$ cat config.mk
export PLATFORM = sky130hd
export DESIGN_NAME = spike_pkt_enc
export DESIGN_NICKNAME = d
export VERILOG_FILES = /design/src/rtl/spk_pkg.sv /design/src/rtl/spk_tgt_reg.sv /design/src/rtl/spk_mask_acc.sv /design/src/rtl/spk_pkt_out.sv /design/src/rtl/spike_pkt_enc.sv
export SDC_FILE = /design/constraint.sdc
export NUM_CORES = 1
export LEC_CHECK = 0
export BUFFER_PORTS_ARGS = -buffer_cell sky130_fd_sc_hd__buf_2
export CAP_MARGIN = 25
export CORE_MARGIN = 2
export CORE_UTILIZATION = 40
export DETAILED_ROUTE_END_ITERATION = 10
export GPL_ROUTABILITY_DRIVEN = 0
export PLACE_DENSITY = 0.66
export SLEW_MARGIN = 20
export SYNTH_ARGS = -nofsm -noshare
export SYNTH_HDL_FRONTEND = slang
export SYNTH_HIERARCHICAL = 1
export SYNTH_SLANG_ARGS = --single-unit
export TNS_END_PERCENT = 10
$ cat constraint.sdc
create_clock -name clk -period 1.81 [get_ports clk]
set_input_delay 0.2715 -clock clk [delete_from_list [all_inputs] [get_ports clk]]
set_output_delay 0.2715 -clock clk [all_outputs]
set_load 0.05 [all_outputs]
$ cat src/rtl/spk_pkg.sv
package spk_pkg;
  localparam int HDR_W = 4;
  localparam int TGT_W = 30;
  localparam int SRC_W = 14;
  localparam int PKT_W = HDR_W + TGT_W + SRC_W;
  localparam int SRC_LSB = 0;
  localparam int TGT_LSB = SRC_LSB + SRC_W;
  localparam int HDR_LSB = TGT_LSB + TGT_W;

  typedef logic [HDR_W-1:0] hdr_t;
  typedef logic [TGT_W-1:0] tgt_t;
  typedef logic [SRC_W-1:0] src_t;
  typedef logic [PKT_W-1:0] pkt_t;

  // Assemble a packet from its three fields.
  function automatic pkt_t pack_pkt(hdr_t hdr, tgt_t tgt, src_t src);
    pkt_t p;
    p = '0;
    p[HDR_LSB +: HDR_W] = hdr;
    p[TGT_LSB +: TGT_W] = tgt;
    p[SRC_LSB +: SRC_W] = src;
    return p;
  endfunction

  function automatic hdr_t pkt_hdr(pkt_t p);
    return p[HDR_LSB +: HDR_W];
  endfunction

  function automatic src_t pkt_src(pkt_t p);
    return p[SRC_LSB +: SRC_W];
  endfunction
endpackage

$ cat src/rtl/spk_tgt_reg.sv
module spk_tgt_reg
  import spk_pkg::*;
#(
  parameter tgt_t RST_VAL = tgt_t'(30'h202)
) (
  input  logic clk,
  input  logic rst,
  input  logic we,
  input  tgt_t wdata,
  output tgt_t tgt
);
  always_ff @(posedge clk) begin
    if (rst)     tgt <= RST_VAL;
    else if (we) tgt <= wdata;
  end
endmodule

$ cat src/rtl/spk_mask_acc.sv
module spk_mask_acc #(
  parameter int N = 10
) (
  input  logic         clk,
  input  logic         rst,
  input  logic [N-1:0] spike,
  input  logic         take,    // output slot free this cycle
  output logic [N-1:0] merged,  // pending OR current spikes
  output logic [N-1:0] pend
);
  assign merged = pend | spike;

  always_ff @(posedge clk) begin
    if (rst)       pend <= '0;
    else if (take) pend <= '0;
    else           pend <= merged;
  end
endmodule

$ cat src/rtl/spk_pkt_out.sv
module spk_pkt_out
  import spk_pkg::*;
#(
  parameter hdr_t HDR = hdr_t'(4'hF)
) (
  input  logic clk,
  input  logic rst,
  input  logic take,
  input  src_t src,
  input  tgt_t tgt,
  output logic valid,
  output pkt_t data
);
  logic any_w;
  assign any_w = |src;

  always_ff @(posedge clk) begin
    if (rst) begin
      valid <= 1'b0;
      data  <= '0;
    end else if (take) begin
      valid <= any_w;
      if (any_w) data <= pack_pkt(HDR, tgt, src);
    end
  end
endmodule

$ cat src/rtl/spike_pkt_enc.sv
module spike_pkt_enc
  import spk_pkg::*;
#(
  parameter int   N_NEURON = 10,
  parameter hdr_t HDR_CODE = hdr_t'(4'hF),
  parameter tgt_t TGT_RST  = tgt_t'(30'h202)
) (
  input  logic                clk,
  input  logic                rst,
  input  logic [N_NEURON-1:0] spike_i,
  input  logic                cfg_tgt_we,
  input  logic [TGT_W-1:0]    cfg_tgt_data,
  input  logic                pkt_ready_i,
  output logic                pkt_valid_o,
  output logic [PKT_W-1:0]    pkt_data_o
);
  // Named internal events, observed by the bound checker.
  logic                free_w;
  logic [N_NEURON-1:0] merged_w;
  logic [N_NEURON-1:0] pend_w;
  src_t                src_w;
  tgt_t                tgt_w;

  assign free_w = !pkt_valid_o || pkt_ready_i;

  generate
    for (genvar i = 0; i < SRC_W; i++) begin : g_src
      if (i < N_NEURON) begin : g_used
        assign src_w[i] = merged_w[i];
      end else begin : g_pad
        assign src_w[i] = 1'b0;
      end
    end
  endgenerate

  spk_tgt_reg #(.RST_VAL(TGT_RST)) u_tgt (
    .clk(clk), .rst(rst), .we(cfg_tgt_we), .wdata(cfg_tgt_data), .tgt(tgt_w)
  );

  spk_mask_acc #(.N(N_NEURON)) u_acc (
    .clk(clk), .rst(rst), .spike(spike_i), .take(free_w),
    .merged(merged_w), .pend(pend_w)
  );

  spk_pkt_out #(.HDR(HDR_CODE)) u_out (
    .clk(clk), .rst(rst), .take(free_w), .src(src_w), .tgt(tgt_w),
    .valid(pkt_valid_o), .data(pkt_data_o)
  );
endmodule

# --- Yosys cells after proc, flatten, opt, wreduce, memory -nomap -nowiden ---
# Cells that the tools add are included.
word_totals:
  register_bits: 82
  latchBits: 0
  mem_bits_ro: 0
  mem_bits_rw: 0
  out_inout_bits: 49
  n_memories: 0
classes:
  add_sub_neg: 0
  n_shift: 0
  bitwise_logic: 1
  n_lt_le_gt_ge: 0
  mul: 0
  n_reduce_logical: 5
  div: 0
  n_eq_ne: 0
  muxes: 0
op_table:
  columns: ["operator", "count"]
  rows:
  - ["$or A10 B10 Y10", 1]
  - ["$reduce_or A10 Y1", 1]
  - ["$reduce_and A2 Y1", 1]
  - ["$reduce_or A2 Y1", 1]
  - ["$logic_not A1 Y1", 1]
  - ["$logic_or A1 B1 Y1", 1]

# --- Longest topological paths before layout ---
depth:
  ltp_word: 3
  depth_mapped: 7
  depth_no_buf: 5

# --- Hierarchy ---
# The synthesis kept the hierarchy.
by_module_without_submodules:
  columns: ["mod", "seq_area_each_um2", "cells_each", "area_per_inst_um2", "instances"]
  rows:
  - ["spk_pkt_out", 920.9, 210, 2006.9, 1]
  - ["spk_tgt_reg", 600.6, 97, 1098.6, 1]
  - ["spk_mask_acc", 200.2, 32, 345.3, 1]
  - ["spike_pkt_enc", 0.0, 2, 10.0, 1]

# --- Least setup slack after synthesis ---
# No wires, ideal clock.
synth_path:
  kind: "input to register"
  from: "input port spike_i[9]"
  to: "register u_out.valid"
  arrival_ns: 1.509
  setup_time_ns: 0.124
  cell_stages: 7
  path_buffers: 2
  t_required_ns: 1.686
  slack_ns: 0.177
  path_cell_list: "or2_2 -> nor4_2 -> a41oi_2 -> buf_6 -> buf_6 -> a21oi_1 -> nor2_1"
synth_via:
  elab_chain_len: 2
synth_lines:
  columns: ["item", "line", "rtl"]
  rows:
  - ["from (decl)", "spike_pkt_enc.sv:10", "input logic [N_NEURON-1:0] spike_i,"]
  - ["$or A10 B10 Y10", "spk_mask_acc.sv:11", "assign merged = pend | spike;"]
  - ["$reduce_or A10 Y1", "spk_pkt_out.sv:15", "assign any_w = |src;"]
  - ["to (signal assigned)", "spk_pkt_out.sv:22", "valid <= any_w;"]
  - ["to (decl)", "spk_pkt_out.sv:11", "output logic valid,"]
# Every way passes these cells.
# A chain may end at the register's enable or synchronous reset.

# --- Worst setup path after layout ---
layout_path:
  from: "register u_acc.pend[1]"
  to: "register u_out.data[38]"
layout_via:
  elab_chain_len: 3
layout_lines:
  columns: ["item", "line", "rtl"]
  rows:
  - ["from (decl)", "spk_mask_acc.sv:9", "output logic [N-1:0] pend"]
  - ["from (signal assigned)", "spk_mask_acc.sv:16", "else pend <= merged;"]
  - ["$or A10 B10 Y10", "spk_mask_acc.sv:11", null]
  - ["named net merged_w[1]", "spike_pkt_enc.sv:19", "logic [N_NEURON-1:0] merged_w;"]
  - ["$reduce_or A10 Y1", "spk_pkt_out.sv:15", null]
  - ["$reduce_and A2 Y1 (no line)", null, null]
  - ["to (signal assigned)", "spk_pkt_out.sv:23", "if (any_w) data <= pack_pkt(HDR, tgt, src);"]
  - ["to (decl)", "spk_pkt_out.sv:12", "output pkt_t data"]
# The timed path passes the listed nets, and every way through them passes these cells.

==> impl_metrics.env <==
export IMPL_status="completed"
export IMPL_ys_top_cells_by_area="dfxtp_1, nand3b_1, mux2i_1, nand2b_1, o21ai_1"
export IMPL_die_w_um=97.0
export IMPL_first_iter_violations=73
export IMPL_clk_pin_slew_worst_paths_ns=0.09
export IMPL_port_buffer_count=92
export IMPL_slew_violations=0
export IMPL_place_ws_ns=-0.0622
export IMPL_ys_types=25
export IMPL_drtAntennaViolNets=0
export IMPL_rrSetupSlack_ns=0.06
export IMPL_start_util_pct=41.7
export IMPL_ir_drop_uv=477
export IMPL_fin_skew_ns=0.0112
export IMPL_antenna_found_initial=0
export IMPL_num_nets_final=491
export IMPL_tightest_slew_ns=0.660
export IMPL_clock_path_buffers=2
export IMPL_worst_slack_ns=0.0629
export IMPL_endpoint="u_out/data[38]"
export IMPL_p_per_area_nw_per_um2=958
export IMPL_vias=2612
export IMPL_finalSetupViolations=0
export IMPL_grt_total_usage_pct=14.7
export IMPL_syn_cell_area_um2=3460
export IMPL_avgViaCountPerCell=4.69
export IMPL_leakagePower_nw=1.95
export IMPL_fmax_mhz=572
export IMPL_max_slew_margin_rel_pct=56.0
export IMPL_syn_avg_cell_area_um2=10.1
export IMPL_post_route_period_util_pct=96.5
export IMPL_root_buffer="clkbuf_8"
export IMPL_n_antenna_cell=0
export IMPL_reg2reg_depth=7
export IMPL_worstPathMaxFanout=18
export IMPL_core_um2=8300
export IMPL_wl_per_cell_um=12.9
export IMPL_cts_buffers=9
export IMPL_crit_required_ns=2.04
export IMPL_finalWirelength_um=7160
export IMPL_end_kind="flop"
export IMPL_path_class="reg -> reg"
export IMPL_dr_pass1_iters=4
export IMPL_synth_top_area_share_pct=49.7
export IMPL_place_area_um2=4030
export IMPL_hold_path_class="in -> reg"
export IMPL_clk_latency_ns=0.34
export IMPL_worstReg2RegEnd="u_out/data[38]"
export IMPL_tritoncts="done"
export IMPL_drc=0
export IMPL_rows=33
export IMPL_crit_arrival_ns=1.98
export IMPL_startpoint_type="flop"
export IMPL_layout_common_cells="buf_2, dfxtp_1, nand2b_1, nand3b_1, nor2_1"
export IMPL_htreeDepth=3
export IMPL_layout_commonest_cell="buf_2"
export IMPL_worstSetupStartpoint="u_acc/pend[1]"
export IMPL_grt_pass1_wl_um=11500
export IMPL_syn_inst=341
export IMPL_synth_warnings=6
export IMPL_drive_gt1_share_pct=34.7
export IMPL_synth_area_leader_cell="dfxtp_1"
export IMPL_pin_count=93
export IMPL_cap_violations=0
export IMPL_hold_violations=0
export IMPL_die_y_um=97.0
export IMPL_grt_pass1_vias=2344
export IMPL_min_delay_start="cfg_tgt_data[1]"
export IMPL_grt_max_degree=55
export IMPL_hpwlAfterDp_um=4590
export IMPL_synth_seq_cells=86
export IMPL_cts_sinks=86
export IMPL_die_area_um2=9410
export IMPL_ctsHoldBuffers=0
export IMPL_rr_startpoint="u_acc/pend[1]"
export IMPL_final_area_um2=4390
export IMPL_period_needed_ns=1.75
export IMPL_ys_seq_area_share_pct=49.7
export IMPL_gr_total_overflow=0
export IMPL_syn_to_final_growth_pct=26.8
-- cells in the mapped netlist, drive strengths merged --
| library cell | instances |
|---|---|
| nand3b | 41 |
| clkbuf | 14 |
| a41oi | 1 |
| inv | 1 |
| nor2 | 32 |
| dfxtp | 86 |
| mux2i | 30 |
| a21oi | 3 |
| buf | 15 |
| nor2b | 12 |
| nor4 | 3 |
| o22ai | 1 |
| o21ai | 41 |
| a211o | 2 |
| conb | 1 |
| and4 | 1 |
| nand2b | 43 |
| or2 | 11 |
| nand2 | 3 |
-- cell families (layout without fill, tap and decap cells) --
group | count (synthesis) | after routing | share of synthesized area (%)
AO/OA/AOI/OAI | 48 | 48 | 8.50
buffers and inverters | 30 | 134 | 6.94
flip-flops | 86 | 86 | 49.7
multiplexers | 30 | 30 | 8.68
other | 1 | 8 | 0.108
AND/OR/NAND/NOR | 146 | 146 | 26.0
-- worst max-delay path, cell delays in order, from the launching register on --
cell and delay, ns:
dfxtp_1 0.30, or2_2 0.30, nor4_4 0.32, a41oi_4 0.18, buf_4 0.19, clkbuf_16 0.18
nand3b_1 0.10, o21ai_1 0.07
-- power by group --
| group | switching [W] | internal (W) |
|---|---|---|
| registers | 0.0000505 | 0.00199 |
| logic | 0.000428 | 0.000257 |
| clock network | 0.000663 | 0.000813 |
-- layer usage --
metal	global-route usage, %	share of wire [%]	vias to the layer above
met2	20.9	42	59
met4	3.90	0.88	0
li1	-	-	1345
met1	20.6	49	1203
met5	0	0	-
met3	6.29	7.2	5
-- repair_timing --
| item | 4_1_cts | 5_1_grt |
|---|---|---|
| setup endpoints to repair | 0 | 28 |
| buffers inserted | 0 | 3 |
| gates resized for setup | 0 | 6 |
-- metrics by stage --
step / TNS, ns / cells / power, W / hold slack, ns / util, %
after global routing: -0.00871 / 557 / 0.00442 / 0.121 / 52.9
after floorplan: 0 / 348 / 0.00258 / 0.394 / -
after global placement: -0.0406 / 535 / 0.00273 / 0.449 / 48.6
after detailed placement: -0.366 / 535 / 0.00274 / 0.454 / 48.6
after CTS: 0 / 551 / 0.00422 / 0.125 / 51.3
final: 0 / 557 / 0.00421 / 0.141 / 52.9
-- worst min path at each step --
stage                           to  depth (start not counted)
global placement    u_out/data[11]                          2
detailed placement  u_out/data[15]                          2
floorplan             u_tgt/tgt[1]                          1
CTS                   u_tgt/tgt[1]                          2
finish                u_tgt/tgt[1]                          2
global route          u_tgt/tgt[1]                          2
-- sequential cells by signal (all words and copies together), names as in the netlist --
register     count
u_acc/pend      10
u_tgt/tgt       30
u_out/data      45
u_out/valid      1
-- final cells by class --
cell class / count / area, um^2
Fill cell: 780 / 3910
Sequential cell: 86 / 1720
Multi-Input combinational cell: 232 / 1570
Timing Repair Buffer: 117 / 742
Clock buffer: 10 / 138
Tap cell: 105 / 131
Clock inverter: 6 / 83.8
Inverter: 1 / 3.75
No activity file was read; power rests on OpenSTA's default activity.
